==> config.mk <==
export PLATFORM = sky130hd
export DESIGN_NAME = sdram_lowpower_seq
export DESIGN_NICKNAME = d
export VERILOG_FILES = /design/src/rtl/sdram_lp_pkg.sv /design/src/rtl/sdram_lp_bank_scan.sv /design/src/rtl/sdram_lp_dwell.sv /design/src/rtl/sdram_lp_cmd_sel.sv /design/src/rtl/sdram_lowpower_seq.sv
export SDC_FILE = /design/constraint.sdc
export NUM_CORES = 1
export LEC_CHECK = 0
export ABC_AREA = 1
export CAP_MARGIN = 20
export CORE_MARGIN = 4
export CORE_UTILIZATION = 53
export CTS_CLUSTER_DIAMETER = 150
export DETAILED_ROUTE_END_ITERATION = 7
export GPL_TIMING_DRIVEN = 0
export PLACE_DENSITY = 0.89
export REMOVE_ABC_BUFFERS = 1
export SKIP_CTS_REPAIR_TIMING = 1
export SKIP_LAST_GASP = 1
export SLEW_MARGIN = 20
export SYNTH_ARGS = -nofsm -noshare
export SYNTH_HDL_FRONTEND = slang
export SYNTH_SLANG_ARGS = --single-unit
==> constraint.sdc <==
create_clock -name clk -period 1.65 [get_ports clk]
set_input_delay 0.495 -clock clk [delete_from_list [all_inputs] [get_ports clk]]
set_output_delay 0.495 -clock clk [all_outputs]
set_load 0.01 [all_outputs]
==> src/rtl/sdram_lp_pkg.sv <==
package sdram_lp_pkg;

    typedef enum logic [1:0] {
        LP_RUN    = 2'd0,
        LP_DOWN   = 2'd1,
        LP_WAKE   = 2'd2,
        LP_SETTLE = 2'd3
    } lp_mode_e;

    // Command word bit order: {cs_n, ras_n, cas_n, we_n}
    localparam logic [3:0] CMD_NOP      = 4'b0111;
    localparam logic [3:0] CMD_DESELECT = 4'b1111;

endpackage

==> src/rtl/sdram_lp_bank_scan.sv <==
module sdram_lp_bank_scan #(
    parameter int NUM_BANKS = 4
) (
    input  logic [NUM_BANKS-1:0] bank_open,
    output logic                 any_open
);

    logic [NUM_BANKS:0] chain;

    assign chain[0] = 1'b0;

    generate
        for (genvar g = 0; g < NUM_BANKS; g++) begin : g_scan
            assign chain[g+1] = chain[g] | bank_open[g];
        end
    endgenerate

    assign any_open = chain[NUM_BANKS];

endmodule

==> src/rtl/sdram_lp_dwell.sv <==
module sdram_lp_dwell #(
    parameter int DWELL_CYCLES = 100
) (
    input  logic clk,
    input  logic rst_n,
    input  logic run,
    output logic expire
);

    localparam int DW_W = $clog2(DWELL_CYCLES + 1);
    localparam logic [DW_W-1:0] LAST = DW_W'(DWELL_CYCLES - 1);

    logic [DW_W-1:0] cnt_d, cnt_q;

    always_comb begin
        if (!run) begin
            cnt_d = '0;
        end else if (cnt_q == LAST) begin
            cnt_d = cnt_q;
        end else begin
            cnt_d = cnt_q + DW_W'(1);
        end
    end

    always_ff @(posedge clk) begin
        if (!rst_n) begin
            cnt_q <= '0;
        end else begin
            cnt_q <= cnt_d;
        end
    end

    assign expire = run && (cnt_q == LAST);

endmodule

==> src/rtl/sdram_lp_cmd_sel.sv <==
module sdram_lp_cmd_sel
    import sdram_lp_pkg::*;
#(
    parameter int PARK_DESELECT = 0
) (
    input  lp_mode_e   mode_next,
    input  logic [3:0] host_cmd,
    output logic [3:0] cmd_next
);

    logic [3:0] park_word;

    generate
        if (PARK_DESELECT != 0) begin : g_park_deselect
            assign park_word = CMD_DESELECT;
        end else begin : g_park_nop
            assign park_word = CMD_NOP;
        end
    endgenerate

    always_comb begin
        unique case (mode_next)
            LP_RUN:  cmd_next = host_cmd;
            LP_DOWN: cmd_next = park_word;
            default: cmd_next = CMD_NOP;
        endcase
    end

endmodule

==> src/rtl/sdram_lowpower_seq.sv <==
module sdram_lowpower_seq
    import sdram_lp_pkg::*;
#(
    parameter int NUM_BANKS     = 4,
    parameter int REFRESH_LIMIT = 12800,
    parameter int WAKE_MARGIN   = 64,
    parameter int CKS_CYCLES    = 1,
    parameter int HOLD_CYCLES   = 2,
    parameter int PARK_DESELECT = 0
) (
    input  logic                 clk,
    input  logic                 rst_n,
    input  logic [3:0]           host_cmd,
    input  logic                 access_busy,
    input  logic [NUM_BANKS-1:0] bank_open,
    input  logic                 sleep_req,
    input  logic                 wake_req,
    output logic                 cke,
    output logic [3:0]           cmd,
    output logic                 pd_active,
    output logic                 pd_kind,
    output logic                 ready,
    output logic                 refresh_due
);

    localparam int DWELL_CYCLES = REFRESH_LIMIT - WAKE_MARGIN;
    localparam int PH_MAX       = (CKS_CYCLES > HOLD_CYCLES) ? CKS_CYCLES : HOLD_CYCLES;
    localparam int PH_W         = $clog2(PH_MAX + 1);
    localparam logic [PH_W-1:0] CKS_LAST  = PH_W'(CKS_CYCLES - 1);
    localparam logic [PH_W-1:0] HOLD_LAST = PH_W'(HOLD_CYCLES - 1);

    typedef struct packed {
        lp_mode_e        mode;
        logic [PH_W-1:0] phase;
        logic            pend;
        logic            kind;
        logic            forced;
        logic            cke;
        logic            ready;
        logic            pd_active;
        logic            refresh_due;
    } lp_state_t;

    lp_state_t  s_d, s_q;
    logic [3:0] cmd_d, cmd_q;
    logic       any_open;
    logic       expire;
    logic       pend_now;

    sdram_lp_bank_scan #(
        .NUM_BANKS (NUM_BANKS)
    ) u_scan (
        .bank_open (bank_open),
        .any_open  (any_open)
    );

    sdram_lp_dwell #(
        .DWELL_CYCLES (DWELL_CYCLES)
    ) u_dwell (
        .clk    (clk),
        .rst_n  (rst_n),
        .run    (s_q.mode == LP_DOWN),
        .expire (expire)
    );

    sdram_lp_cmd_sel #(
        .PARK_DESELECT (PARK_DESELECT)
    ) u_cmd (
        .mode_next (s_d.mode),
        .host_cmd  (host_cmd),
        .cmd_next  (cmd_d)
    );

    // Next-state computation
    always_comb begin
        s_d             = s_q;
        s_d.refresh_due = 1'b0;
        pend_now        = s_q.pend | sleep_req;

        unique case (s_q.mode)
            LP_RUN: begin
                if (pend_now && !access_busy) begin
                    s_d.mode   = LP_DOWN;
                    s_d.pend   = 1'b0;
                    s_d.kind   = any_open;
                    s_d.forced = 1'b0;
                end else begin
                    s_d.pend = pend_now;
                end
            end
            LP_DOWN: begin
                s_d.pend = 1'b0;
                if (expire || wake_req) begin
                    s_d.mode   = LP_WAKE;
                    s_d.phase  = '0;
                    s_d.forced = expire;
                end
            end
            LP_WAKE: begin
                s_d.pend = pend_now;
                if (s_q.phase == CKS_LAST) begin
                    s_d.mode  = LP_SETTLE;
                    s_d.phase = '0;
                end else begin
                    s_d.phase = s_q.phase + PH_W'(1);
                end
            end
            LP_SETTLE: begin
                s_d.pend = pend_now;
                if (s_q.phase == HOLD_LAST) begin
                    s_d.mode        = LP_RUN;
                    s_d.phase       = '0;
                    s_d.refresh_due = s_q.forced;
                    s_d.forced      = 1'b0;
                end else begin
                    s_d.phase = s_q.phase + PH_W'(1);
                end
            end
            default: begin
                s_d.mode = LP_RUN;
            end
        endcase

        s_d.cke       = (s_d.mode != LP_DOWN);
        s_d.pd_active = (s_d.mode == LP_DOWN);
        s_d.ready     = (s_d.mode == LP_RUN);
    end

    // State registers
    always_ff @(posedge clk) begin
        if (!rst_n) begin
            s_q.mode        <= LP_RUN;
            s_q.phase       <= '0;
            s_q.pend        <= 1'b0;
            s_q.kind        <= 1'b0;
            s_q.forced      <= 1'b0;
            s_q.cke         <= 1'b1;
            s_q.ready       <= 1'b1;
            s_q.pd_active   <= 1'b0;
            s_q.refresh_due <= 1'b0;
            cmd_q           <= CMD_NOP;
        end else begin
            s_q   <= s_d;
            cmd_q <= cmd_d;
        end
    end

    assign cke         = s_q.cke;
    assign cmd         = cmd_q;
    assign pd_active   = s_q.pd_active;
    assign pd_kind     = s_q.kind;
    assign ready       = s_q.ready;
    assign refresh_due = s_q.refresh_due;

endmodule

[Word level (Yosys, flattened, before mapping)]
Cells that the tools add are included.
Storage, ports and cells
  input bits: 13
  register bits: 29
Cells by class
  reduce and logical (&&, ||, !) cells: 16
  bitwise logic cells: 4
  multiplexer cells: 14
  equal/unequal tests: 10
  add/sub/neg operators: 2
Operator list (number)
  adder 14 x 1 -> 14 bit, second input constant: 1
  == test 14 bit, second input constant: 1
  two-way mux 2 bit: 5
  one-hot mux 2 bit (4 select lines): 1
  AND reduction 2 bit: 4
  == test 2 x 1 -> 1 bit, second input constant: 3
  logical NOT 2 bit: 3
  != test 2 bit, second input constant: 3
  one-hot mux 1 bit (3 select lines): 2
  one-hot mux 2 bit (3 select lines): 1
  nonzero test 3 bit: 2
  == test 2 bit, second input constant: 2
  two-way mux 1 bit: 4
  two-way mux 4 bit: 1
  OR 1 bit: 4
  AND reduction 4 bit: 1
  AND reduction 3 bit: 1
  adder 2 x 1 -> 2 bit, second input constant: 1
  logical AND 1 bit: 2
  != test 2 x 1 -> 1 bit, second input constant: 1
  OR reduction 2 bit: 1
  logical NOT 1 bit: 1
  logical OR 1 bit: 1

[Logic depth before layout (Yosys ltp)]
  depth in word-level cells: 7
  gate-level depth with buffers: 10
  mapped depth without buffers: 10

[Modules after synthesis]
A second synthesis with hierarchy kept.
Unflattened totals
  cells, all modules: 229
  area total of the unflattened synthesis: 1547.7 um2
Modules (own cells, without submodules)
  sdram_lp_dwell: sequential area each 280.3 um2, area an instance 795.8 um2, cells an instance 123, instances 1
  sdram_lowpower_seq: sequential area each 300.3 um2, area an instance 693.2 um2, cells an instance 91, instances 1
  sdram_lp_cmd_sel: sequential area each 0.0 um2, area an instance 47.5 um2, cells an instance 12, instances 1
  sdram_lp_bank_scan: sequential area each 0.0 um2, area an instance 11.3 um2, cells an instance 3, instances 1

[Worst setup path before layout]
OpenSTA, ideal clock, no wires.
  kind: reg2reg
  start point: register u_dwell.cnt_q[0]
  end point: register cmd_q[0], in the netlist cmd[0]
  arrival time: 1.253 ns
  setup time: 0.115 ns
  cell stages (with the launch flop): 10
  buffers on the path: 0
  slack: 0.282 ns
  cells stage by stage: dfxtp_1 -> ha_1 -> nand3_4 -> inv_4 -> nand2_2 -> nor2_4 -> o21bai_4 -> nand3_2 -> nor2_4 -> nand2_1
On the way
  cells in the longest elaborated chain, start to end: 7
RTL lines
  start: declaration: line sdram_lp_dwell.sv:13  | logic [DW_W-1:0] cnt_d, cnt_q;
  start signal: assignment: line sdram_lp_dwell.sv:29  | cnt_q <= cnt_d;
  == test 14 bit: line sdram_lp_dwell.sv:33  | assign expire = run && (cnt_q == LAST);
  logical AND 1 bit: line sdram_lp_dwell.sv:33
  logical OR 1 bit: line sdram_lowpower_seq.sv:93  | if (expire || wake_req) begin
  two-way mux 4 bit: line sdram_lowpower_seq.sv:93
  one-hot mux 2 bit (4 select lines): line sdram_lowpower_seq.sv:80  | unique case (s_q.mode)
  logical NOT 2 bit: line sdram_lp_cmd_sel.sv:22  | unique case (mode_next)
  AND reduction 2 bit (no line)
  end signal: assignment: line sdram_lowpower_seq.sv:144  | cmd_q <= cmd_d;
  end: declaration: line sdram_lowpower_seq.sv:45  | logic [3:0] cmd_d, cmd_q;
No other way between the ends. The select of a mux whose other input is x is not followed.
A chain may end at the register's enable or synchronous reset.

[Worst setup path after layout]
Same ends and word-level chain as after synthesis.

==> impl_metrics.yaml <==
status:
  status: "finished, final reports clean"
setup_path:
  worstPathMaxFanout: 6
  crit_top_cell: "nor2_4"
  reg2reg_from: "u_dwell.cnt_q[0]"
  crit_chain: "ha_1, nand3_4, inv_4, nand2_2, nor2_4, o21bai_4, nand3_2, nor2_4, nand2_1"
  path_class: "reg2reg"
  reg2reg_depth: 9
  worst-r2r-setup-slack_ps: 120
  crit_slowest_cell: "dfxtp_1"
  crit_arrival_ps: 1760
  cp.required_ps: 1880
  critPathBufInv: 1
  cp_top_family: "simple AND/OR/NAND/NOR gates"
  worst_path_largest_cell_delay_ps: 350
  r2r_end: "cmd[0]"
  worst_setup_path_start_kind: "register"
  end_kind: "register"
clock_tree:
  clkTransAtPathRegs_ps: 100
  root_buffer: "clkbuf_4"
  worstSkewPairLatency_ps: 330
  cts_tree: "yes"
  htree_levels: 2
  numClockSinks: 29
  clockBufferDepth: 2
  cts_buffers: 5
global_routing:
  antenna_found_initial: 0
  grt_max_degree: 12
  grt_first_pass_wirelength_um: 4485
  grt_pass1_vias: 1088
  grtUsageTotal_pct: 16.81
  grt_overflow: 0
min_path:
  min_path_type: "reg2reg"
  hold_end: "refresh_due"
  min_from: "s_q[4]"
  holdPathStages: 2
sta:
  min_period_over_period_pct: 92.48
  finalHoldViolCount: 0
  finalSetupViolCount: 0
  skew_ps: 9.445
  tightest_slew_ps: 449.3
  period_minus_slack_ps: 1526
  timing.fmax_ghz: 0.6553
  rsz0062_at_grt: "false"
  maxSlewViolCount: 0
  setup_slack_ps: 124.1
  hold_ws_ps: 460.9
  slew_headroom_pct: 70.01
drt:
  via_per_inst: 5.013
  drt-initial-drc-count: 35
  dr.pass1.iters: 4
  vias: 1203
  avgRoutedWirePerCell_um: 11.35
  ant_nets: 0
  finalWirelength_um: 2724
  remaining_drc_errors: 0
place:
  dp_hpwl_um: 2083
  place_congestion: 0.8964
  port_buffers: 21
  placed_area_um2: 1684
  pre_cts_ws_ps: -270.4
synthesis:
  synth-edff-count: 0
  synth_area_um2: 1461
  synthXorXnorAreaFrac_pct: 2.997
  synth_top_area_cell: "dfxtp_1"
  synth_area_leaders: "dfxtp_1 (40%), nand2_1 (6.9%), inv_1 (6.7%)"
  synth_area_per_cell_um2: 7.986
  synth_flop_cell: "dfxtp_1"
  synth_top_family_by_area: "simple AND/OR/NAND/NOR gates"
  synthSimpleGateAreaFrac_pct: 31.59
  synth_top_area_share_pct: 39.73
  ys_warn_count: 0
  seq_area_frac_synth_pct: 39.73
  synthArstFlopShare_pct: 0
  yosysUniqueCellTypes: 32
  muxShareOfSynthArea_pct: 0
  synth_fa_ha_area_share_pct: 4.281
  ys_top_cells_by_count: "dfxtp_1 (29), nand2_1 (27), inv_1 (26)"
  synthCells: 183
  yosysMostFrequentCell: "dfxtp_1"
  synth-compound-area-share_pct: 10.79
  ys_seq_elements: 29
finish:
  design_area_um2: 1767
  layout.nets: 227
  synthToLayoutAreaGrowth_pct: 20.89
  num-fill-cells: 195
  drive_gt1_share_pct: 19.52
  antenna_cells: 0
die:
  design.core.area_um2: 2545
  rows: 18
  die_area_um2: 3661
  fp.dieH_um: 60.51
  ios: 22
  die_w_um: 60.51
  initial_core_util_pct: 57.42
power:
  ir_drop_mv: 0.7071
  p_leak_nw: 0.7201
  pwr_density_cell_nw_per_um2: 780.0
  fin_total_pwr_mw: 1.378
run:
  maxCapViolCount: 0
[worst register-to-register path: stages, from the launching register on]
cell      delay, ps
dfxtp_1         350
ha_1            260
nand3_4         140
inv_4            50
nand2_2          80
nor2_4           60
o21bai_4        170
nand3_2         130
nor2_4          130
nand2_1          60
[kinds of logic (layout without fill, tap and decap cells)]
group / Yosys count / in the layout
simple gates: 83 / 83
xor+xnor: 5 / 5
compound gates: 25 / 25
buf+inv: 36 / 63
fa+ha+maj: 5 / 5
flops: 29 / 29
[report_power, final]
group | switching [mW] | internal [mW] | total, mW
Sequential | 0.0187 | 0.729 | 0.748
Clock | 0.263 | 0.160 | 0.423
Combinational | 0.108 | 0.0993 | 0.207
Total | 0.389 | 0.989 | 1.38
[metrics by stage]
| step | setup TNS (ps) | cells | utilization [%] |
|---|---|---|---|
| after floorplan | 0 | 181 | - |
| after global placement | -2527 | 232 | 66.18 |
| after detailed placement | -2893 | 232 | 66.18 |
| after CTS | -386.5 | 240 | 68.34 |
| after global routing | 0 | 240 | 69.42 |
| final | 0 | 240 | 69.42 |
[registers in the layout (all words and copies together), names as in the netlist]
name	cells
ready	1
cke	1
pd_kind	1
pd_active	1
s_q	6
refresh_due	1
u_dwell.cnt_q	14
cmd	4
[cell type report]
cell class	count	area, um^2	share of cell area, %
Multi-Input combinational cell	118	730.7	41.36
Sequential cell	29	580.6	32.86
Timing Repair Buffer	21	232.7	13.17
Inverter	34	130.1	7.365
Clock buffer	5	37.54	2.125
Tap cell	30	37.54	2.125
Clock inverter	3	17.52	0.9915
[per-layer routing]
layer	global-route usage, %	up-vias	wire length (um)
li1	-	633	-
met1	19.66	544	1215
met2	27.93	22	1328
met3	4.468	4	136
met4	9.288	0	42
met5	0	-	0
[worst max-delay path by stage]
stage / start / endpoint / slack [ps] / cells after the start
after detailed placement: rst_n / u_dwell.cnt_q[6] / -270 / 5
final: u_dwell.cnt_q[0] / cmd[0] / 120 / 9
after global routing: s_q[8] / cke / 20 / 10
after floorplan: u_dwell.cnt_q[0] / cmd[0] / 280 / 9
after CTS: pd_kind / pd_kind / -70 / 1
after global placement: rst_n / u_dwell.cnt_q[6] / -270 / 5
[cells in the final DEF (no fill, tap or decap), types with 5 or more instances in the layout]
master / n
nand2_2: 5
o21ai_0: 6
ha_1: 5
clkbuf_4: 5
a21oi_1: 12
nand2_1: 27
nor2_2: 5
nor2_1: 12
inv_2: 8
dlymetal6s2s_1: 9
inv_1: 25
nor2_4: 5
dfxtp_1: 29
clkdlybuf4s50_1: 12
nand3_1: 11
Note: power is estimated with default switching activity, not from simulation.
